===== src/rtl/bcd_pkg.sv =====
package bcd_pkg;
  localparam int unsigned DIGIT_W = 4;
  localparam logic [3:0] NINE    = 4'd9;
  localparam logic [3:0] FIX_SIX = 4'd6;
  localparam logic [3:0] COMP_K  = 4'b1010;

  function automatic logic digit_ok(input logic [3:0] d);
    return d <= NINE;
  endfunction
endpackage


===== src/rtl/bcd_digit_cell.sv =====
module bcd_digit_cell
  import bcd_pkg::*;
(
  input  logic [3:0] x,
  input  logic [3:0] y,
  input  logic       ci,
  output logic [3:0] s,
  output logic       co
);
  logic [4:0] raw;
  logic       fix;

  always_comb begin
    raw = {1'b0, x} + {1'b0, y} + {4'b0000, ci};
    fix = raw[4] | (raw[3:0] > NINE);
    s   = fix ? (raw[3:0] + FIX_SIX) : raw[3:0];
    co  = fix;
  end

  always_comb begin
    if (digit_ok(x) && digit_ok(y)) begin

      digit_range_chk: assert (digit_ok(s));
    end
  end
endmodule


===== src/rtl/bcd_nines.sv =====
module bcd_nines
  import bcd_pkg::*;
#(
  parameter int unsigned DIGITS = 4,
  localparam int unsigned W = DIGITS * DIGIT_W
) (
  input  logic [W-1:0] d,
  input  logic         en,
  output logic [W-1:0] q
);
  for (genvar k = 0; k < DIGITS; k++) begin : g_dig
    logic [3:0] din, dout;
    assign din = d[k*DIGIT_W +: DIGIT_W];
    assign dout = en ? ((~din) + COMP_K) : din;
    assign q[k*DIGIT_W +: DIGIT_W] = dout;

    always_comb begin
      if (en && digit_ok(din)) begin

        nines_sum_chk: assert (({1'b0, din} + {1'b0, dout}) == 5'd9);
      end
    end
  end
endmodule


===== src/rtl/bcd_ripple.sv =====
module bcd_ripple
  import bcd_pkg::*;
#(
  parameter int unsigned DIGITS = 4,
  localparam int unsigned W = DIGITS * DIGIT_W
) (
  input  logic [W-1:0] x,
  input  logic [W-1:0] y,
  input  logic         ci,
  output logic [W-1:0] s,
  output logic         co
);
  logic [DIGITS:0] cy;
  assign cy[0] = ci;

  for (genvar k = 0; k < DIGITS; k++) begin : g_cell
    bcd_digit_cell u_cell (
      .x  (x[k*DIGIT_W +: DIGIT_W]),
      .y  (y[k*DIGIT_W +: DIGIT_W]),
      .ci (cy[k]),
      .s  (s[k*DIGIT_W +: DIGIT_W]),
      .co (cy[k+1])
    );
  end

  assign co = cy[DIGITS];
endmodule


===== src/rtl/bcd_addsub.sv =====
module bcd_addsub
  import bcd_pkg::*;
#(
  parameter int unsigned DIGITS = 4,
  localparam int unsigned W = DIGITS * DIGIT_W
) (
  input  logic         mode,
  input  logic [W-1:0] a,
  input  logic [W-1:0] b,
  input  logic         in_valid,
  output logic         in_ready,
  output logic         out_valid,
  input  logic         out_ready,
  output logic [W-1:0] result,
  output logic         carry_out,
  output logic         negative
);
  logic [W-1:0] b_eff;
  logic [W-1:0] pass1;
  logic [W-1:0] pass2;
  logic         c1;
  logic         c2;
  logic         eac;

  bcd_nines #(.DIGITS(DIGITS)) u_comp (
    .d  (b),
    .en (mode),
    .q  (b_eff)
  );

  bcd_ripple #(.DIGITS(DIGITS)) u_pass1 (
    .x  (a),
    .y  (b_eff),
    .ci (1'b0),
    .s  (pass1),
    .co (c1)
  );

  assign eac = mode & c1;

  bcd_ripple #(.DIGITS(DIGITS)) u_pass2 (
    .x  (pass1),
    .y  ({W{1'b0}}),
    .ci (eac),
    .s  (pass2),
    .co (c2)
  );

  assign result    = pass2;
  assign carry_out = ~mode & c1;
  assign negative  = mode & ~c1;
  assign out_valid = in_valid;
  assign in_ready  = out_ready;

  logic ops_ok;
  always_comb begin
    ops_ok = 1'b1;
    for (int k = 0; k < int'(DIGITS); k++) begin
      if (!digit_ok(a[k*DIGIT_W +: DIGIT_W]) || !digit_ok(b[k*DIGIT_W +: DIGIT_W]))
        ops_ok = 1'b0;
    end
  end

  always_comb begin
    if (ops_ok) begin

      eac_no_ovf_chk: assert (!c2);

      zero_diff_chk: assert (!(mode && (a == b)) || negative);

      flag_excl_chk: assert (!(carry_out && negative));
    end
  end
endmodule


===== config.mk =====
export PLATFORM = sky130hd
export DESIGN_NAME = bcd_addsub
export DESIGN_NICKNAME = d
export VERILOG_FILES = /design/src/rtl/bcd_pkg.sv /design/src/rtl/bcd_digit_cell.sv /design/src/rtl/bcd_nines.sv /design/src/rtl/bcd_ripple.sv /design/src/rtl/bcd_addsub.sv
export SDC_FILE = /design/constraint.sdc
export NUM_CORES = 1
export LEC_CHECK = 0
export BUFFER_PORTS_ARGS = -buffer_cell sky130_fd_sc_hd__buf_4
export CAP_MARGIN = 20
export CORE_UTILIZATION = 51
export DETAILED_ROUTE_END_ITERATION = 10
export GPL_TIMING_DRIVEN = 1
export PLACE_DENSITY = 0.81
export SYNTH_ARGS = -nofsm -noshare
export SYNTH_HDL_FRONTEND = slang
export SYNTH_HIERARCHICAL = 1
export SYNTH_SLANG_ARGS = --single-unit

===== constraint.sdc =====
create_clock -name vclk -period 15.2
set_input_delay 1.52 -clock vclk [all_inputs]
set_output_delay 1.52 -clock vclk [all_outputs]
set_load 0.05 [all_outputs]

# Word level (Yosys, flattened, before mapping)
# Index checks and enable logic that the tools add are counted.
# W data, S select, Z words.
# op_classes
bitwise	17
mux	12
magnitude_cmp	8
addsub	23
# ops
operator	count
$mux W4	12
$add A4 B3 Y4 const B	8
$gt A4 B4 Y1 const B	8
$add A4 B1 Y5	4
$add A4 B4 Y5	4
$add A4 B4 Y4 const B	4
$not A4 Y4	4
$add A5 B1 Y5	3
$or A1 B1 Y1	8
$and A1 B1 Y1	3
$not A1 Y1	2
# word_totals
wordCells	60
register_bits	0
out_inout_bits	20

# Logic depth before layout (Yosys ltp)
# logic_depth
ltp_word	29
ltp_mapped	46
mapped_depth_nobuf	46

# By module
# Netlist, hierarchy kept.
# modules_own_cells
module	cells_each	area_each_um2	instances
bcd_digit_cell	25	210.2	8
bcd_nines	38	256.5	1
bcd_addsub	6	41.3	1

# Least setup slack after synthesis
# Ideal clock, no wire load.
# synth_path
path_kind	in2out
from	input mode
to	output result[13]
path_stages	44
t_arrival_ps	14424
slack_ps	-744
path_cell_list	buf_6 xor2_1 fa_1 fa_1 a21o_2 a21oi_1 o21ai_0 fa_1 fa_1 a21o_2 a21oi_1 o21ai_0 fa_1 fa_1 a21o_2 a21oi_1 o21ai_0 fa_1 (+8 left out) a21oi_1 o21ai_0 fa_1 fa_1 a21o_2 a21oi_1 o21ai_0 fa_1 fa_1 a21o_2 a21oi_1 o21ai_0 fa_1 fa_1 xor2_1 inv_1 o31a_2 o21ai_1
# synth_between
elab_chain_len	27
# synth_rtl
item	line_no	source
start: declaration	bcd_addsub.sv:7	input logic mode,
$mux W4 (*)	bcd_nines.sv:14	assign dout = en ? ((~din) + COMP_K) : din;
named net b_eff[0]	bcd_addsub.sv:18	logic [W-1:0] b_eff;
$add A4 B4 Y5 (*)	bcd_digit_cell.sv:14	raw = {1'b0, x} + {1'b0, y} + {4'b0000, ci};
$gt A4 B4 Y1	bcd_digit_cell.sv:15	fix = raw[4] | (raw[3:0] > NINE);
$or A1 B1 Y1 (*)	bcd_digit_cell.sv:15	
named net u_pass1.cy[1]	bcd_ripple.sv:13	logic [DIGITS:0] cy;
$add A5 B1 Y5 (*)	bcd_digit_cell.sv:14	
$gt A4 B4 Y1	bcd_digit_cell.sv:15	
(+1 left out)	n/a	
named net u_pass1.cy[2]	bcd_ripple.sv:13	
(+3 left out)	n/a	
named net u_pass1.cy[3]	bcd_ripple.sv:13	
(+3 left out)	n/a	
named net c1	bcd_addsub.sv:21	logic c1;
(+1 left out)	n/a	
named net eac	bcd_addsub.sv:23	logic eac;
(+3 left out)	n/a	
named net u_pass2.cy[1]	bcd_ripple.sv:13	
(+3 left out)	n/a	
named net u_pass2.cy[2]	bcd_ripple.sv:13	
$add A4 B1 Y5 (*)	bcd_digit_cell.sv:14	
$gt A4 B4 Y1	bcd_digit_cell.sv:15	
$or A1 B1 Y1 (*)	bcd_digit_cell.sv:15	
named net u_pass2.cy[3]	bcd_ripple.sv:13	
$add A4 B1 Y5 (*)	bcd_digit_cell.sv:14	
$gt A4 B4 Y1	bcd_digit_cell.sv:15	
$or A1 B1 Y1	bcd_digit_cell.sv:15	
$mux W4 (*)	bcd_digit_cell.sv:16	s = fix ? (raw[3:0] + FIX_SIX) : raw[3:0];
end: declaration	bcd_addsub.sv:14	output logic [W-1:0] result,
# Mark *: on every way through the listed nets, which the timed path passes. The rest lies on a longest branch.

# Worst setup path in the final report
# layout_path
from	input mode
to	output result[14]
# Same word-level chain as after synthesis.

==> results.cfg <==
[critical_path]
cp_slowest_cell = fa_1
worstPathMaxFanout = 6
slowest_delay_ns = 0.47
setup.worst_path.class = in -> out
critPathMostFrequentCell = fa_1
critPathCaptureType = output pin
crit_arrival_ns = 13.13
worstSetupStartpointType = input pin
required_ns = 13.68

[timing]
slew_viol_final = 0
tns_ns = 0
fmax_ghz = 0.0683
setup_viol = 0
hold_slack_ns = 3.04
finalCritPeriodShare_pct = 96.4
layout_min_cycle_time_ns = 14.65
grt_setup_unrepaired = no
hold_viol = 0

[floorplan]
fp.coreArea_um2 = 3690
die_y_um = 64.2
die_area_um2 = 4120
start_util_pct = 53.5
num_rows = 22
die_w_um = 64.2
ioPinCount = 55

[job]
drv_cap = 0

[layout]
nClkBuffers = 0
design_area_um2 = 2620
drive_gt1_share_pct = 38.7
antenna_cells_inserted = 0
stdcell_count = 371
final_nets = 404
flops_and_latches = 0
area_growth_pct = 32.5
regArea_um2 = 0

[drt]
drtIter0Drc = 28
avgViaCountPerCell = 5.29
routedWlPerCell_um = 11.2
drtPass1Iterations = 4
postRouteAntennaNets = 0
route.detailed.drc = 0
totalWireLength_mm = 4.16
via_count = 1964

[global_routing]
grt_pass1_wl_mm = 7.44
grt_max_degree = 19
grt_pass1_vias = 1883
antenna_found_initial = 0
grt_overflow = 0
grt_use_total_pct = 21.6

[logic_synthesis]
netlist_area_um2 = 1970
avgSynthCellArea_um2 = 8.13
synthCells = 243
ys_warn_count = 6

[clock_tree]
post_cts_buffers = 0

[min_path]
hp-class = in -> out

[place]
port-buffer-count = 51
dp.cells = 371
dp_hpwl_mm = 3.74
place_area_um2 = 2580
gp_congestion = 0.761

[run_status]
status = finished clean
==> routing by layer <==
metal	GRT usage (%)	vias up	routed length, um
met5	0	-	0
met4	1.67	0	18
met3	1.43	2	149
met2	41.4	40	2140
met1	27.2	912	1850
li1	-	1010	-
==> final timing paths <==
kind	startpoint	end	slack [ns]	cells past startpoint
setup / recovery	mode	result[14]	0.55	45
hold / removal	out_ready	in_ready	3.04	0
==> cells in the final DEF, fill, tap and decap left out, types with 3 or more instances in the layout <==
master    instances
xor2_1           11
a221o_1           7
fa_1              9
a21oi_1          19
nor3_1            8
o211ai_1          8
buf_4            67
nand2_1           8
a21o_2            8
o21ai_0           3
and3_4            8
ha_1             28
nor2_1           16
fa_2              7
conb_1           21
mux2_2            8
nand3_1           8
and2_1            8
or2_4             8
o21ai_1          15
a21oi_2           4
xnor2_1           4
inv_1            24
o31a_2            8
==> cell type report <==
cell class | instances | area (um2)
fill | 313 | 1070
multi-input combinational | 231 | 1950
timing repair buffer | 68 | 514
inverter | 24 | 90.1
tap | 48 | 60.1
==> what timing repair did <==
item	in CTS	in global routing
setup endpoints to repair	3	3
gates resized for setup	5	10
hold buffers	0	0
endpoints found under the hold margin	0	0
==> stage by stage <==
stage	worst slack [ns]	utilization [%]
after floorplan	0.00613	-
after global routing	0.0578	70.9
after global placement	0.0365	69.8
final	0.551	70.9
after detailed placement	-0.118	69.8
after CTS	0.0468	70.5
==> critical path: cells and delay by family <==
kind | cells | cell delay (ns)
adders and majority gates | 16 | 6.38
AOI/OAI and AO/OA | 24 | 4.47
buffers and inverters | 2 | 0.30
and+or+nand+nor | 2 | 0.28
xor gates and xnor gates | 1 | 0.17
Power is not shown: default switching activity piles up to over one toggle a cycle in this logic, so the estimate is an artifact.
